<file path="src/rtl/mon_pkg.sv">
package mon_pkg;

    localparam int unsigned DEF_NCH        = 10;
    localparam int unsigned DEF_FILT_LONG  = 512;
    localparam int unsigned DEF_FILT_SHORT = 128;

    typedef struct packed {
        logic a;
        logic b;
    } stat_pair_t;

    function automatic stat_pair_t window_map(input logic up, input logic lo, input logic win);
        stat_pair_t r;
        if (win) begin
            r.a = lo & ~up;
            r.b = lo;
        end else begin
            r.a = up;
            r.b = lo;
        end
        return r;
    endfunction

endpackage

</file>
<file path="src/rtl/mon_sync.sv">
module mon_sync #(
    parameter int unsigned W = 1
) (
    input  logic         clk,
    input  logic         rst,
    input  logic [W-1:0] d_i,
    output logic [W-1:0] q_o
);
    logic [W-1:0] stage1;
    logic [W-1:0] stage2;

    always_ff @(posedge clk) begin
        if (rst) begin
            stage1 <= '0;
            stage2 <= '0;
        end else begin
            stage1 <= d_i;
            stage2 <= stage1;
        end
    end

    assign q_o = stage2;
endmodule

</file>
<file path="src/rtl/mon_debounce.sv">
module mon_debounce #(
    parameter int unsigned FILT_LONG  = 512,
    parameter int unsigned FILT_SHORT = 128
) (
    input  logic clk,
    input  logic rst,
    input  logic d_i,
    input  logic long_i,
    output logic q_o
);
    localparam int unsigned CW = (FILT_LONG > 1) ? $clog2(FILT_LONG) : 1;
    localparam logic [CW-1:0] LIM_LONG  = CW'(FILT_LONG - 1);
    localparam logic [CW-1:0] LIM_SHORT = CW'(FILT_SHORT - 1);

    logic [CW-1:0] run_cnt;
    logic [CW-1:0] run_lim;
    logic          held;

    assign run_lim = long_i ? LIM_LONG : LIM_SHORT;

    always_ff @(posedge clk) begin
        if (rst) begin
            held    <= 1'b0;
            run_cnt <= '0;
        end else if (d_i == held) begin
            run_cnt <= '0;
        end else if (run_cnt >= run_lim) begin
            held    <= d_i;
            run_cnt <= '0;
        end else begin
            run_cnt <= run_cnt + 1'b1;
        end
    end

    assign q_o = held;

    // reset clears status and count
    p_reset_clear_r1: assert property (@(posedge clk)
        $past(rst) |-> (held == 1'b0 && run_cnt == '0));

    // an input equal to the status never moves it
    p_match_holds_r6: assert property (@(posedge clk) disable iff (rst)
        (d_i == held) |=> (held == $past(held)));

    // the status flips only once the full run has been counted
    p_flip_after_run_r4: assert property (@(posedge clk) disable iff (rst)
        (held != $past(held)) |-> ($past(run_cnt) >= $past(run_lim)));

    // a flip always moves toward the sampled input
    p_flip_direction_r10: assert property (@(posedge clk) disable iff (rst)
        (held != $past(held)) |-> (held == $past(d_i)));

    // the counter never passes the long limit
    p_cnt_bound_r5: assert property (@(posedge clk) disable iff (rst)
        run_cnt <= LIM_LONG);
endmodule

</file>
<file path="src/rtl/supply_window_filter.sv">
module supply_window_filter
    import mon_pkg::*;
#(
    parameter int unsigned NCH        = DEF_NCH,
    parameter int unsigned FILT_LONG  = DEF_FILT_LONG,
    parameter int unsigned FILT_SHORT = DEF_FILT_SHORT
) (
    input  logic           clk,
    input  logic           rst,
    input  logic [NCH-1:0] cmp_up_i,
    input  logic [NCH-1:0] cmp_lo_i,
    input  logic [NCH-1:0] win_en_i,
    input  logic [NCH-1:0] filt_en_i,
    output logic [NCH-1:0] stat_a_o,
    output logic [NCH-1:0] stat_b_o
);
    localparam int unsigned SW = 2 * NCH;

    logic [SW-1:0] raw_bus;
    logic [SW-1:0] sync_bus;

    assign raw_bus = {cmp_up_i, cmp_lo_i};

    mon_sync #(.W(SW)) sync_i (
        .clk (clk),
        .rst (rst),
        .d_i (raw_bus),
        .q_o (sync_bus)
    );

    for (genvar ch = 0; ch < NCH; ch++) begin : g_chan
        stat_pair_t mapped;

        assign mapped = window_map(sync_bus[NCH + ch], sync_bus[ch], win_en_i[ch]);

        mon_debounce #(.FILT_LONG(FILT_LONG), .FILT_SHORT(FILT_SHORT)) deb_a_i (
            .clk    (clk),
            .rst    (rst),
            .d_i    (mapped.a),
            .long_i (filt_en_i[ch]),
            .q_o    (stat_a_o[ch])
        );

        mon_debounce #(.FILT_LONG(FILT_LONG), .FILT_SHORT(FILT_SHORT)) deb_b_i (
            .clk    (clk),
            .rst    (rst),
            .d_i    (mapped.b),
            .long_i (filt_en_i[ch]),
            .q_o    (stat_b_o[ch])
        );

        // in window mode the in-window flag excludes the over-limit state
        p_window_excl_r7: assert property (@(posedge clk) disable iff (rst)
            (win_en_i[ch] && sync_bus[NCH + ch]) |-> !mapped.a);
    end
endmodule

</file>
<file path="config.mk">
export PLATFORM = sky130hd
export DESIGN_NAME = supply_window_filter
export DESIGN_NICKNAME = d
export VERILOG_FILES = /design/src/rtl/mon_pkg.sv /design/src/rtl/mon_sync.sv /design/src/rtl/mon_debounce.sv /design/src/rtl/supply_window_filter.sv
export SDC_FILE = /design/constraint.sdc
export NUM_CORES = 1
export LEC_CHECK = 0
export ABC_AREA = 1
export BUFFER_PORTS_ARGS = -buffer_cell sky130_fd_sc_hd__clkbuf_2
export CAP_MARGIN = 5
export CORE_ASPECT_RATIO = 0.9
export CORE_MARGIN = 8
export CORE_UTILIZATION = 25
export DETAILED_ROUTE_END_ITERATION = 8
export PLACE_DENSITY = 0.47
export SYNTH_ARGS = -nofsm -noshare
export SYNTH_HDL_FRONTEND = slang
export SYNTH_SLANG_ARGS = --single-unit
</file>
<file path="constraint.sdc">
create_clock -name clk -period 2.3 [get_ports clk]
set_input_delay 0.23 -clock clk [delete_from_list [all_inputs] [get_ports clk]]
set_output_delay 0.23 -clock clk [all_outputs]
set_load 0.02 [all_outputs]
</file>
Yosys cells after proc, flatten, opt, wreduce, memory -nomap -nowiden. Index checks and enable logic that the tools add are counted.

Bits in registers: 240. Output and inout port bits: 20. Logic and storage cells: 202.

$add $sub $neg: 20. Order comparisons: 20. Eq/ne operators: 20. Multiplexer cells: 20. Bitwise logic cells: 40. Reduce and logical (&&, ||, !) cells: 40.

Operators with widths (number): 9-bit by 1-bit adder with 9-bit output (second input constant) (20); 9-bit greater-or-equal comparator (20); 9-bit two-way mux (10); 3-bit OR reduction (20); 2-bit AND reduction (20); 1-bit inverter (30); 1-bit == test (20); 2-bit two-way mux (10); 1-bit bitwise AND (10).

Logic depth before layout (Yosys ltp). Gate-level depths: netlist of the first run.

Word-level depth: 6. Depth in mapped cells: 9.

Modules after synthesis. From an unflattened synthesis of the first run, not the netlist that was laid out.

Cell total of the unflattened synthesis: 1674. Area total of the unflattened synthesis: 12184.2 um^2.

By module, submodules not included: mon_debounce (g_chan[0].deb_a_i ...) (instances 19, cells an instance 75, area an instance 541.8 um^2, sequential area each 200.2 um^2); mon_sync (instances 1, cells an instance 124, area an instance 1146.1 um^2, sequential area each 800.8 um^2); mon_debounce (g_chan[9].deb_b_i) (instances 1, cells an instance 75, area an instance 544.3 um^2, sequential area each 200.2 um^2); supply_window_filter (instances 1, cells an instance 50, area an instance 200.2 um^2, sequential area each 0.0 um^2).

Worst setup path before layout of the first run. No wires, ideal clock.

Path type: input to register. Start: input port filt_en_i[2]. End: register g_chan[2].deb_a_i.run_cnt[0]. Library setup time: 65 ps. Arrival time: 1228 ps. Required time: 2235 ps. Slack: 1007 ps. Stages: 6. Path through: inv_1 ha_1 a21oi_1 a21boi_0 nand2_2 nor2_1.

Cells in the longest elaborated chain, start to end: 3.

RTL lines: start, declared (line supply_window_filter.sv:13) `input logic [NCH-1:0] filt_en_i,`; 9-bit two-way mux (line mon_debounce.sv:19) `assign run_lim = long_i ? LIM_LONG : LIM_SHORT;`; 9-bit greater-or-equal comparator (line mon_debounce.sv:27) `end else if (run_cnt >= run_lim) begin`; 3-bit OR reduction (no source line); end signal, assigned (line mon_debounce.sv:31) `run_cnt <= run_cnt + 1'b1;`; end, declared (line mon_debounce.sv:15) `logic [CW-1:0] run_cnt;`.

Every way passes these cells. A chain may end at the register's enable or synchronous reset.

Worst setup path in the final report of the first run.
Start: register g_chan[4].deb_a_i.run_cnt[8]. End: register g_chan[4].deb_a_i.run_cnt[0].

Cells in the longest elaborated chain, start to end: 2.

RTL lines (line): start, declared (mon_debounce.sv:15); start signal, assigned (mon_debounce.sv:31); 9-bit greater-or-equal comparator (mon_debounce.sv:27); 3-bit OR reduction (no source line).

Every way passes these cells.

==> results of run 1 <==
[how the worst max path moves through the flow]
stage,end,slack (ps),cells after the start
floorplan,g_chan[2].deb_a_i.run_cnt[0]$_SDFF_PP0_,1010,6
global placement,g_chan[4].deb_a_i.run_cnt[4]$_SDFF_PP0_,710,7
detailed placement,g_chan[4].deb_a_i.run_cnt[6]$_SDFF_PP0_,670,7
CTS,g_chan[4].deb_a_i.run_cnt[6]$_SDFF_PP0_,800,5
global route,g_chan[4].deb_a_i.run_cnt[6]$_SDFF_PP0_,650,5
finish,g_chan[4].deb_a_i.run_cnt[0]$_SDFF_PP0_,850,5
[cells in the mapped netlist (2+ instances only)]
cell type and instances:
nand4_2 6, nor3_2 5, nand3b_1 7, nand2_2 6, inv_1 217, nor3_1 12, nand4_1 30, a21boi_0 3
clkbuf_1 2, or2_0 4, a21oi_2 7, xnor2_1 54, nand2_4 4, a21oi_1 44, buf_2 6, buf_4 20
nand3_2 17, xor2_1 56, nand2_1 281, nor2_2 14, o21bai_1 3, o21ai_1 7, nor2_1 307, nand3_1 86
o21ai_0 4, ha_1 60, dfxtp_1 240
[worst reg2reg max path, stage by stage, from the launching register on]
cell and delay, ps:
dfxtp_1 330, ha_1 290, a21oi_1 230, a21boi_0 260
nand2_2 160, nor2_1 120
[cell families after synthesis]
kind of cell	share of synthesized area, %
buffers and inverters	9.00
AND/OR/NAND/NOR	30.4
flip-flops	42.2
AO/OA/AOI/OAI	3.41
adder cells (fa/ha/maj)	6.59
XOR/XNOR	8.45
[power breakdown]
group / leakage [nW] / internal (W) / switching (W)
combinational: 3.04 / 0.000110 / 0.000161
clock: 0.518 / 0.00305 / 0.00185
sequential: 1.94 / 0.00420 / 0.0000268
[area by class of cell]
class,instances,area (um^2)
inverter,219,827
clock buffer,38,811
clock inverter,18,229
timing repair buffer,83,533
multi-input combinational,1022,5570
tap,608,761
fill,4940,31700
sequential,240,4800
[metal layers]
| layer | track usage [%] | vias up | wire length (um) |
|---|---|---|---|
| li1 | - | 4861 | - |
| met1 | 11.1 | 3839 | 11200 |
| met2 | 13.5 | 82 | 9440 |
| met3 | 2.17 | 41 | 851 |
| met4 | 2.47 | 0 | 555 |
| met5 | 0 | - | 0 |
[sequential cells by signal (all words and copies together), names as in the netlist]
name and cells:
g_chan.deb_a_i.run_cnt 90, sync_i.q_o 20, g_chan.deb_b_i.q_o 10, g_chan.deb_b_i.run_cnt 90, sync_i.stage1 20, g_chan.deb_a_i.q_o 10
[what timing repair did]
| item | CTS | global route |
|---|---|---|
| buffers inserted | 0 | 0 |
| hold buffers | 20 | 0 |
| endpoints found under the hold margin | 20 | 0 |
[metrics by stage]
stage / cells / worst slack [ps] / utilization, %
2_1_floorplan: 1510 / 1010 / -
3_3_place_gp: 2152 / 714 / 27.2
3_5_place_dp: 2152 / 672 / 27.2
4_1_cts: 2228 / 804 / 30.0
5_1_grt: 2228 / 652 / 30.0
6_report: 2228 / 846 / 30.0
==> results.toml, run 1 <==
[outcome]
status = "finished clean"

[setup_path]
worstPathMaxFanout = 9
reg2reg_to = "g_chan[4].deb_a_i.run_cnt[0]$_SDFF_PP0_"
cp_slowest_stage_delay_ps = 330
critPathTopFamily = "compound AO/OA/AOI/OAI gates"
ff2ff_path_depth = 5
worstPathRequired_ps = 2800
start_kind = "register"
crit_buf_inv = 0
endpoint_kind = "register"
critPathKind = "reg -> reg"
worst_path_max_delay_cell = "dfxtp_1"
r2r-start = "g_chan[4].deb_a_i.run_cnt[8]$_SDFF_PP0_"
cp.arrival_ps = 1950
crit_start = "g_chan[4].deb_a_i.run_cnt[8]$_SDFF_PP0_"
worstPathCellList = "ha_1 > a21oi_1 > a21boi_0 > nand2_2 > nor2_1"
reg2reg_setup_slack_ps = 850

[global_routing]
grt_pass1_wl_um = 38000
grt_antenna_before_repair = 0
grt_use_total_pct = 8.43
grt_pass1_vias = 8297
grt_max_degree = 53
gr-total-overflow = 0

[layout]
area_delta_synth_final_pct = 18.7
finalNetCount = 1698
diodes = 0
layout_commonest_cell = "nor2_1"
final_cell_area_mm2 = 0.0135
drive_above_1_share_pct = 11.0
mostFrequentLayoutCells = "nor2_1, nand2_1, dfxtp_1"

[clock_network]
cts_tree = "yes"
ctsLongestPathBuffers = 3
htree_levels = 1
clock_latency_ps = 560
cts_buffers = 30
root_buffer = "clkbuf_16"
path_clk_slew_ps = 60
cts_resized = 0
clkSinkCount = 240

[die]
die_area_mm2 = 0.0527
start_util_pct = 25.2
core_mm2 = 0.0452
die_h_um = 219
die_width_um = 241
fp-row-count = 74
ioPinCount = 62

[detailed_routing]
dr_total_vias = 8823
first_pass_iters = 4
viasPerCell = 3.96
ant_nets = 0
drc = 0
wire_per_inst_um = 9.92
wl_um = 22100
drt_iter0_drc = 360

[synth]
ys_types = 35
synth_flop_cell = "dfxtp_1"
seq_area_frac_synth_pct = 42.2
synth.top_cell.area_share_pct = 42.2
async_reset_ff_share_pct = 0
yosysWarnings = 0
syn_avg_cell_area_um2 = 7.55
synth-edff-count = 0
netlist_top_cells_area = "dfxtp_1, nor2_1, nand2_1"
syn_nets = 1612
synthCells = 1510
synth_top_area_cell = "dfxtp_1"
yosys_register_bits = 240
netlist_area_mm2 = 0.0114

[place]
postPlaceCellArea_mm2 = 0.0123
numPortBuffers = 61
place_hpwl_um = 15500
routabilityCongestion = 0.740

[timing]
hold_viol = 0
rsz0062_at_grt = "no"
fin_skew_ps = 12.8
final.setup.tns_ps = 0
setup_viol = 0
max_freq_ghz = 0.688
period_needed_ps = 1450
slew_headroom_pct = 77.6
holdWs_ps = 104
finalMaxSlewViolations = 0
tightest_slew_ps = 336
min_period_over_period_pct = 63.2

[power]
p_per_area_mw_per_mm2 = 695
peakVddDrop_uv = 482
leakage_nw = 5.50
finalPower_w = 0.00940

[run]
drv_cap = 0

[min_path]
hold_class = "in -> reg"
holdPathStages = 5
hold_end = "g_chan[2].deb_a_i.q_o$_SDFFE_PP0P_"
hold_path_startpoint = "win_en_i[2]"
No activity file was read; power rests on OpenSTA's default activity.
==> run 2, diff against run 1 <==
--- a/config.mk
+++ b/config.mk
@@ -12,7 +12,7 @@
 export CORE_MARGIN = 8
 export CORE_UTILIZATION = 25
 export DETAILED_ROUTE_END_ITERATION = 8
-export PLACE_DENSITY = 0.47
+export PLACE_DENSITY = 0.49
 export SYNTH_ARGS = -nofsm -noshare
 export SYNTH_HDL_FRONTEND = slang
 export SYNTH_SLANG_ARGS = --single-unit
==> constraint.sdc (replaced) <==
create_clock -name clk -period 1.2 [get_ports clk]
set_input_delay 0.12 -clock clk [delete_from_list [all_inputs] [get_ports clk]]
set_output_delay 0.12 -clock clk [all_outputs]
set_load 0.02 [all_outputs]
==> results.toml, run 2 (same netlist as run 1, synthesis figures left out) <==
[outcome]
status = "finished with violations"
violations = "setup timing"

[setup_path]
critPathKind = "reg -> reg"
endpoint_kind = "register"
reg2reg_setup_slack_ps = -90
worstPathRequired_ps = 1640
reg2reg_to = "g_chan[7].deb_a_i.run_cnt[2]$_SDFF_PP0_"
start_kind = "register"
ff2ff_path_depth = 8
worstPathMaxFanout = 5
r2r-start = "g_chan[7].deb_a_i.run_cnt[7]$_SDFF_PP0_"
cp.arrival_ps = 1730

[power]
finalPower_w = 0.0178
peakVddDrop_uv = 1010
p_switching_w = 0.00400
p_int_w = 0.0138
p_per_area_mw_per_mm2 = 983
swShare_pct = 22.5
p_clk_share_pct = 49.4
comb_power_share_pct = 5.2
leakage_nw = 7.16
seqPwrFrac_pct = 45.4

[timing]
setup_viol = 102
min_period_over_period_pct = 107
period_needed_ps = 1290
final.setup.tns_ps = -4030
max_freq_ghz = 0.777
tightest_slew_ps = 387
finalMaxSlewViolations = 0
layout_setup_ws_ps = -86.4
hold_viol = 0
slew_headroom_pct = 74.2
rsz0062_at_grt = "yes"
fin_skew_ps = 11.2

[clock_network]
ctsLongestPathBuffers = 3
htree_levels = 1
cts_buffers = 30
clock_latency_ps = 560
clkSinkCount = 240
cts_tree = "yes"
root_buffer = "clkbuf_16"
path_clk_slew_ps = 50

[global_routing]
grt_pass1_wl_um = 45500
grt_max_degree = 18
gr-total-overflow = 0
grt_use_total_pct = 10.1
grt_pass1_vias = 9900
grt_antenna_before_repair = 0

[layout]
final_cell_count_no_fill = 2458
diodes = 0
largestRegisters = "g_chan.deb_a_i.run_cnt: 90 flops, g_chan.deb_b_i.run_cnt: 90 flops"
mostFrequentLayoutCells = "nand2_1, inv_1, nor2_1"
area_delta_synth_final_pct = 58.9
fillers = 4510
drive_above_1_share_pct = 46.2
finalNetCount = 1934
layout_commonest_cell = "nand2_1"

[die]
fp-row-count = 74
die_width_um = 241
die_h_um = 219
core_mm2 = 0.0452
start_util_pct = 25.2
die_area_mm2 = 0.0527
ioPinCount = 62

[min_path]
hold_end = "g_chan[2].deb_a_i.q_o$_SDFFE_PP0P_"
hold_path_startpoint = "win_en_i[2]"
holdPathStages = 5
hold_class = "in -> reg"

[detailed_routing]
viasPerCell = 4.15
ant_nets = 0
first_pass_iters = 4
wl_um = 28100
drc = 0
drt_iter0_drc = 322
dr_total_vias = 10190
wire_per_inst_um = 11.4

[place]
numPortBuffers = 61
routabilityCongestion = 0.747
place_hpwl_um = 16900
dp.cells = 2318

[run]
drv_cap = 0
## run 2: worst max path at each step
stage | from | endpoint | slack [ps] | depth (start not counted)
finish | g_chan[7].deb_a_i.run_cnt[7]$_SDFF_PP0_ | g_chan[7].deb_a_i.run_cnt[2]$_SDFF_PP0_ | -90 | 8
global route | g_chan[9].deb_a_i.run_cnt[8]$_SDFF_PP0_ | g_chan[9].deb_a_i.q_o$_SDFFE_PP0P_ | -160 | 8
CTS | g_chan[0].deb_a_i.run_cnt[7]$_SDFF_PP0_ | g_chan[0].deb_a_i.run_cnt[3]$_SDFF_PP0_ | -60 | 8
detailed placement | filt_en_i[8] | g_chan[8].deb_b_i.run_cnt[0]$_SDFF_PP0_ | -200 | 6
global placement | filt_en_i[8] | g_chan[8].deb_b_i.run_cnt[0]$_SDFF_PP0_ | -180 | 6
floorplan | g_chan[2].deb_b_i.run_cnt[0]$_SDFF_PP0_ | g_chan[2].deb_b_i.q_o$_SDFFE_PP0P_ | -10 | 8
## run 2: power by group through the flow
stage	sequential [W]	clock [W]	combinational, W
floorplan	0.00827	0	0.000312
global placement	0.00827	0	0.000573
detailed placement	0.00827	0	0.000579
CTS	0.00810	0.00920	0.000806
global route	0.00809	0.00951	0.00103
finish	0.00808	0.00879	0.000929
## run 2: layout make-up
| type | instances | area (um^2) | share of cell area (%) |
|---|---|---|---|
| Multi-Input combinational cell | 1042 | 8100 | 44.7 |
| Clock buffer | 44 | 905 | 4.99 |
| Sequential cell | 240 | 4970 | 27.5 |
| Timing Repair Buffer | 299 | 2490 | 13.8 |
| Clock inverter | 6 | 60.1 | 0.332 |
| Inverter | 219 | 830 | 4.58 |
| Tap cell | 608 | 761 | 4.20 |
## run 2: worst max-delay path: stages (launching register included)
cell	delay [ps]
dfxtp_2	330
ha_4	270
nand2_2	60
nor2_2	120
nand3_2	90
nand3_2	80
inv_2	60
nand2_4	110
nor2_1	50
## run 2: routing by layer
metal  wire length (um)  share of wire [%]  track usage, %  vias to the layer above
li1                   -                  -               -                     5360
met1              12800                 46            12.6                     4669
met2              13600                 49            17.4                      112
met3               1040                3.7            2.29                       49
met4                631                2.2            2.63                        0
met5                  0                  0               0                        -
## run 2: stage by stage
stage / cell area (um^2) / hold slack (ps) / utilization [%] / setup WS [ps]
after floorplan: 11500 / 227 / - / -13.5
after global placement: 13700 / 316 / 30.3 / -176
after detailed placement: 13700 / 322 / 30.3 / -203
after CTS: 16700 / 4.65 / 37.0 / -64.4
after global routing: 18100 / 27.6 / 40.1 / -162
final: 18100 / 39.3 / 40.1 / -86.4
## run 2: timing repair
| action | CTS | global route |
|---|---|---|
| setup endpoints to repair | 216 | 218 |
| hold buffers | 27 | 0 |
| pin swaps | 108 | 170 |
| buffers inserted | 29 | 14 |
| cloned | 20 | 1 |
| resized for setup | 327 | 351 |
| hold endpoints to repair | 27 | 0 |
